$ cat src/rtl/majmem_array.sv
module majmem_array #(
  parameter int ROWS     = 16,
  parameter int COLS     = 64,
  parameter int SA_SHARE = 8
) (
  input  logic                       clk,
  input  logic                       rst_n,
  input  logic                       cmd_valid,
  input  logic [1:0]                 cmd_op,
  input  logic                       cmd_vec,
  input  logic [$clog2(ROWS)-1:0]    cmd_row,
  input  logic [$clog2(COLS)-1:0]    cmd_col,
  input  logic                       cmd_wdata,
  output logic                       rd_bit,
  output logic [COLS/SA_SHARE-1:0]   rd_vec,
  output logic                       done,
  output logic                       err,
  output logic                       sa_en,
  output logic                       out_inv,
  output logic                       tri_sel,
  output logic                       bl_set,
  output logic                       sl_reset,
  output logic [ROWS-1:0]            wl_act
);
  localparam int RW        = $clog2(ROWS);
  localparam int LW        = $clog2(SA_SHARE);
  localparam int NGRP      = COLS / SA_SHARE;
  localparam int LAST_BASE = ROWS - 3;

  localparam logic [1:0] OP_READ = 2'b00;
  localparam logic [1:0] OP_NOT  = 2'b01;
  localparam logic [1:0] OP_MAJ  = 2'b10;
  localparam logic [1:0] OP_WR   = 2'b11;

  logic [COLS-1:0] cells [ROWS];

  wire [RW-1:0]   row1 = cmd_row + RW'(1);
  wire [RW-1:0]   row2 = cmd_row + RW'(2);
  wire [COLS-1:0] ra   = cells[cmd_row];
  wire [COLS-1:0] rb   = cells[row1];
  wire [COLS-1:0] rc   = cells[row2];
  wire [COLS-1:0] maj_all = (ra & rb) | (rb & rc) | (ra & rc);
  wire [LW-1:0]   lane = cmd_col[LW-1:0];
  wire            row_ovf = int'(cmd_row) > LAST_BASE;

  wire [ROWS-1:0] one_row   = ROWS'(1) << cmd_row;
  wire [ROWS-1:0] three_row = one_row | (one_row << 1) | (one_row << 2);

  logic [NGRP-1:0] maj_vec;
  for (genvar g = 0; g < NGRP; g++) begin : g_grp
    wire [SA_SHARE-1:0] grp = maj_all[g*SA_SHARE +: SA_SHARE];
    assign maj_vec[g] = grp[lane];
  end

  wire sensed = (cmd_op == OP_MAJ) ? maj_all[cmd_col] : ra[cmd_col];
  wire sa_out = (cmd_op == OP_NOT) ? ~sensed : sensed;

  always_ff @(posedge clk) begin
    if (!rst_n) begin
      for (int r = 0; r < ROWS; r++) cells[r] <= '0;
      rd_bit   <= 1'b0;
      rd_vec   <= '0;
      done     <= 1'b0;
      err      <= 1'b0;
      sa_en    <= 1'b0;
      out_inv  <= 1'b0;
      tri_sel  <= 1'b0;
      bl_set   <= 1'b0;
      sl_reset <= 1'b0;
      wl_act   <= '0;
    end else begin
      done     <= cmd_valid;
      err      <= 1'b0;
      sa_en    <= 1'b0;
      out_inv  <= 1'b0;
      tri_sel  <= 1'b0;
      bl_set   <= 1'b0;
      sl_reset <= 1'b0;
      wl_act   <= '0;
      if (cmd_valid) begin
        case (cmd_op)
          OP_READ, OP_NOT: begin
            sa_en   <= 1'b1;
            out_inv <= (cmd_op == OP_NOT);
            wl_act  <= one_row;
            rd_bit  <= sa_out;
          end
          OP_MAJ: begin
            if (row_ovf) begin
              err <= 1'b1;
            end else begin
              sa_en   <= 1'b1;
              tri_sel <= 1'b1;
              wl_act  <= three_row;
              if (cmd_vec) rd_vec <= maj_vec;
              else         rd_bit <= sa_out;
            end
          end
          default: begin
            wl_act   <= one_row;
            bl_set   <= ~cmd_wdata;
            sl_reset <= cmd_wdata;
            cells[cmd_row][cmd_col] <= cmd_wdata;
          end
        endcase
      end
    end
  end

  assert_write_drive_R6: assert property (@(posedge clk) disable iff (!rst_n)
    (bl_set || sl_reset) |-> (!sa_en && !out_inv && !tri_sel && $onehot({bl_set, sl_reset})
                              && $countones(wl_act) == 1));

  assert_inv_read_R3: assert property (@(posedge clk) disable iff (!rst_n)
    out_inv |-> (sa_en && !tri_sel && $countones(wl_act) == 1));

  assert_three_rows_R4: assert property (@(posedge clk) disable iff (!rst_n)
    tri_sel |-> (sa_en && !out_inv && $countones(wl_act) == 3));

  assert_single_row_R2: assert property (@(posedge clk) disable iff (!rst_n)
    (done && !tri_sel && !err) |-> $countones(wl_act) == 1);

  assert_err_hold_R7: assert property (@(posedge clk) disable iff (!rst_n)
    err |-> (done && wl_act == '0 && !sa_en && $stable(rd_bit) && $stable(rd_vec)));

  assert_idle_quiet_R8: assert property (@(posedge clk) disable iff (!rst_n)
    !done |-> (wl_act == '0 && !sa_en && !bl_set && !sl_reset && !err));

  assert_done_follows_R8: assert property (@(posedge clk) disable iff (!rst_n)
    cmd_valid |=> done);
endmodule

$ cat config.mk
export PLATFORM = sky130hd
export DESIGN_NAME = majmem_array
export DESIGN_NICKNAME = d
export VERILOG_FILES = /design/src/rtl/majmem_array.sv
export SDC_FILE = /design/constraint.sdc
export NUM_CORES = 2
export LEC_CHECK = 0
export BUFFER_PORTS_ARGS = -buffer_cell sky130_fd_sc_hd__buf_4
export CAP_MARGIN = 0
export CORE_ASPECT_RATIO = 1.4
export CORE_MARGIN = 3
export CORE_UTILIZATION = 40
export CTS_CLUSTER_DIAMETER = 30
export DETAILED_ROUTE_END_ITERATION = 10
export PLACE_DENSITY = 0.56
export SYNTH_ARGS = -nofsm -noshare
export SYNTH_HDL_FRONTEND = slang
export SYNTH_SLANG_ARGS = --single-unit
$ cat constraint.sdc
create_clock -name clk -period 6.95 [get_ports clk]
set_clock_uncertainty 0.1 [all_clocks]
set_input_delay 1.39 -clock clk [delete_from_list [all_inputs] [get_ports clk]]
set_output_delay 1.39 -clock clk [all_outputs]
set_load 0.02 [all_outputs]
[Word-level counts from Yosys, hierarchy flattened]
Memory sizes are Yosys's and may differ from the RTL's.
Cells that the tools add are included.
Operators by class
  mux-type cells: 40
  bitwise gates (word level): 12
  add/subtract/negate cells: 2
  order comparisons: 4
  reduce and logical (&&, ||, !) cells: 12
  shift operators: 1
  equality and inequality tests: 4
Operator list (count)
  $and A64 B64 Y64: 3
  $mux W64: 3
  $or A64 B64 Y64: 2
  $reduce_or A64 Y1: 1
  $mux W16: 2
  $or A16 B16 Y16: 2
  $bmux W1 S3: 8
  $mux W1: 21
  $shl A1 B4 Y16 const A: 1
  $bmux W1 S6: 2
  $reduce_and A4 Y1: 2
  $lt A6 B7 Y1 const B: 1
  $demux W1 S6: 1
  $ge A6 B1 Y1 const B: 1
  $reduce_and A3 Y1: 2
  $not A1 Y1: 5
  $reduce_or A5 Y1: 1
  $add A4 B1 Y4 const B: 1
  $add A4 B2 Y4 const B: 1
  $gt A4 B4 Y1 const B: 1
  $lt A3 B4 Y1 const B: 1
  $mux W4: 1
  $ne A2 B2 Y1 const B: 2
  $pmux W1 S2: 2
  8 further kinds: 8
Storage, ports and cells
  logic and storage cells: 86
  memories: 1
  bits of input ports: 17
  flip-flop bits (word level): 32
  bits in writable memories: 1024
  output and inout bits: 32
Memories
  cells: depth 16, bits a word 64, rd ports 3, clocked after memory_dff 0, write ports 16, RTL line 35  | logic [COLS-1:0] cells [ROWS];

[Logic depth before layout (Yosys ltp)]
An unclocked memory read counts as a cell.
  depth in word-level cells: 13
  depth in mapped cells: 21
  mapped depth without buffers: 12

[Least setup slack after synthesis]
No wires, ideal clock.
  path kind: input to register
  from: input cmd_row[1]
  to: register rd_bit
  buffers on the path: 6
  path slack: 1.652 ns
  arrival time: 5.075 ns
  library setup time: 0.123 ns
  required time: 6.727 ns
  cell stages on the path: 18
  cell sequence: buf_2 buf_2 clkinv_1 clkbuf_1 ha_1 buf_4 buf_4 buf_2 mux4_2 mux2i_1 mux2i_1 maj3_1 a22oi_1 nand4_1 nand3b_1 o211a_1 nand3_1 o211ai_2
Between the ends
  cells in the longest elaborated chain, start to end: 13
  elaborated cells between the ends (all ways): 21
  those cells by class: 2 x add/sub; 1 x order compare; 1 x eq/ne; 9 x mux; 6 x bitwise; 1 x reduce/logical; 1 x memory
Ends and longest elaborated chain
  start: declaration: RTL line 11  | input logic [$clog2(ROWS)-1:0] cmd_row,
  $add A4 B1 Y4 / $add A4 B2 Y4 (equally long branches): RTL line 37, 38
  $mem_v2 Z16 W64
  $and A64 B64 Y64: RTL line 42  | wire [COLS-1:0] maj_all = (ra & rb) | (rb & rc) | (ra & rc);
  $or A64 B64 Y64 (2 in a row): RTL line 42
  $bmux W1 S6: RTL line 55  | wire sensed = (cmd_op == OP_MAJ) ? maj_all[cmd_col] : ra[cmd_col];
  $mux W1 (not written as such): RTL line 55
  $mux W1: RTL line 55
  $not A1 Y1: RTL line 56  | wire sa_out = (cmd_op == OP_NOT) ? ~sensed : sensed;
  $mux W1: RTL line 56
  $mux W1: RTL line 95  | if (cmd_vec) rd_vec <= maj_vec;
  $mux W1: RTL line 89  | if (row_ovf) begin
  $pmux W1 S2: RTL line 81  | case (cmd_op)
  end signal: assignment: RTL line 86  | rd_bit <= sa_out;
  end signal: assignment: RTL line 96  | else rd_bit <= sa_out;
  end: declaration: RTL line 14  | output logic rd_bit,
Several ways; a longest one is shown, not always the timed one. The select of a mux whose other input is x is not followed.
A chain may end at the register's enable or synchronous reset.

[Final worst setup path]
  from: input cmd_row[3]
  to: register rd_bit
Same word-level chain as after synthesis.

==> results.toml <==
[global_route]
grt_pass1_wl_um = 401500
grt_pass1_vias = 54130
grt_max_degree = 266
grt_antenna_before_repair = 16
grt_use_total = 0.3161
grt_overflow_total = 0

[synth]
ys_top_cells_by_area = "edfxtp_1 45%, mux4_2 26%, o21ai_0 7.6%"
syn-num-nets = 5810
yosys-top-cells-count = "1091 x nor2_1, 1044 x o21ai_0, 1024 x edfxtp_1"
yosysTopAreaCell = "edfxtp_1"
yosys_warnings = 0
async_flop_share = 0
synth-seq-area-share = 0.4547
yosys_register_bits = 1056
synth_top_flop_cell = "edfxtp_1"
synth_most_common_cell = "nor2_1"
netlist_area_mm2 = 0.06903
avgSynthCellArea_um2 = 11.93
synth-edff-count = 1024
synth_top_area_share = 0.4454
synth_cells = 5785
ys_types = 82

[critical_path]
critical_path_buf_inv_count = 2
worstSetupEndpointType = "register"
cp_slowest_stage_delay_ns = 1.03
cp-startpoint = "cmd_row[3]"
reg2reg_from = "cells[3][41]"
cp_top_family = "compound AO/OA/AOI/OAI gates"
r2r_slack_ns = 3.09
worstSetupStartpointType = "primary input"
slowest_stage = "nor2b_4"
r2r_cells = 10
cp.required_ns = 7.61
cp.arrival_ns = 6.45
crit_chain = "buf_4 > nor2b_4 > buf_4 > a22oi_1 > nand2_1 > o22ai_1 > a2111oi_1 > nor2_1 > a2111oi_1 > nand4_1 > o21a_1 > o211ai_2"
rr_endpoint = "rd_bit"
path_max_fanout = 30
crit_type = "in -> reg"

[cts]
cts_hold_buf = 0
post-cts-setup-buffer-count = 0
clk_latency_ns = 0.83
cts-root-buf = "clkbuf_16"
htree_levels = 4
cts.sinks = 1056
cts_buffers = 199
cts_tree = "yes"
ctsResizeCount = 0
clockBufferDepth = 3
clk_pin_slew_worst_paths_ns = 0.05

[finish]
multiInputGateArea_mm2 = 0.03430
design_area_mm2 = 0.07790
stdcell_count = 7907
final_util = 0.4565
register_area_mm2 = 0.03139
fillers = 15320
final_layout_size_suffix_gt1_frac = 0.2658
fin_nets = 5485
area_delta_synth_final_pct = 12.85

[route]
ant_nets = 0
drc = 0
wirelength_um = 285500
drt_iter0_markers = 8980
vias_per_cell = 7.109
firstDrtPassIters = 6
vias = 56210
wl_per_cell_um = 36.11

[sta]
setup_tns_ns = 0
slew_violations = 0
hold_violations = 0
worstMarginPinSlew_ns = 1.333
setup_viol = 0
rsz0062_at_grt = "no"
fin_crit_ns = 5.794
whs_ns = 0.5118
period_share = 0.8337
maxSlewHeadroom = 0.1107
fin_ws_ns = 1.156
fmax_mhz = 172.6

[power]
cellLeakagePower_nw = 24.05
powerDensity_mw_per_mm2 = 264.6
power_mw = 20.62
ir_worst_vdd_v = 0.0002033

[die]
core_area_mm2 = 0.1707
initial_core_util = 0.4045
io_pins = 49
rows = 179
die_area_mm2 = 0.1777
die_x_um = 357.1
fp.dieH_um = 497.5

[placement]
dp.final_hpwl_um = 167000
dp_cells = 7521
io_buffer_count = 48
gp_congestion = 0.9539
place_ws_ns = 0.5819
post_dp_cell_area_mm2 = 0.07099

[status]
status = "completed"

[worst_hold_path]
whs_path_depth = 2
holdPathEnd = "rd_vec[7]"
hold_path.class = "reg -> reg"
holdCritStartpoint = "rd_vec[7]"

[run]
drv_cap = 0
cells by family (layout without fill, tap and decap cells):
| logic type | after synthesis | count (layout) | share of synthesized area |
|---|---|---|---|
| AND/OR/NAND/NOR | 1568 | 1568 | 0.09186 |
| AO/OA/AOI/OAI | 1375 | 1375 | 0.1120 |
| flip-flops | 1056 | 1056 | 0.4547 |
| multiplexers | 932 | 932 | 0.2797 |
| buffers and inverters | 813 | 660 | 0.05546 |
| adder cells (fa/ha/maj) | 39 | 39 | 0.005963 |
| XOR/XNOR | 2 | 2 | 0.0002538 |
| other | 0 | 13 | 0 |
how the worst max path moves through the flow:
| stage | endpoint | depth (start not counted) |
|---|---|---|
| 6_report | rd_bit | 12 |
| 5_1_grt | rd_bit | 15 |
| 4_1_cts | rd_bit | 12 |
| 3_5_place_dp | rd_bit | 12 |
| 3_3_place_gp | rd_bit | 13 |
| 2_1_floorplan | rd_bit | 18 |
report_power, final:
group | switching (mW) | leakage (nW) | total [mW] | internal [mW]
sequential | 0.270 | 9.98 | 7.57 | 7.30
clock | 3.68 | 3.31 | 9.99 | 6.31
combinational | 1.74 | 10.8 | 3.05 | 1.31
flip-flops by register name (all words and copies together), names as in the netlist:
| name | count |
|---|---|
| bl_set | 1 |
| cells | 1024 |
| done | 1 |
| err | 1 |
| out_inv | 1 |
| rd_bit | 1 |
| rd_vec | 8 |
| sa_en | 1 |
| sl_reset | 1 |
| tri_sel | 1 |
| wl_act | 16 |
worst register-to-register path: cells and delay by family (launching register included):
kind,cells,cell delay (ns)
flops,1,0.40
compound gates,7,2.27
simple gates,2,0.77
mux,1,0.27
final cells by class:
class,count,share of cell area
multi-input combinational,3916,0.4403
tap,2262,0.03633
antenna,13,0.0004176
clock inverter,157,0.02160
sequential,1056,0.4029
timing repair buffer,267,0.03084
inverter,20,0.0009637
clock buffer,216,0.06664
routing by layer:
metal	track usage	vias up	part of all wire
li1	-	21740	-
met4	0.2368	4	0.090
met1	0.3852	28400	0.33
met5	0	-	0.000091
met2	0.4815	4813	0.45
met3	0.08260	1248	0.13
layout by cell type (no fill, tap or decap), types with 87 or more instances in the layout:
cell type  count
clkbuf_16    205
nor2_1      1078
o21ai_0     1044
nand3_1       87
nand2_1      212
mux4_2       795
mux2i_1      112
a22oi_1      103
edfxtp_1    1024
buf_4        234
Power figures use the tool's default switching activity.
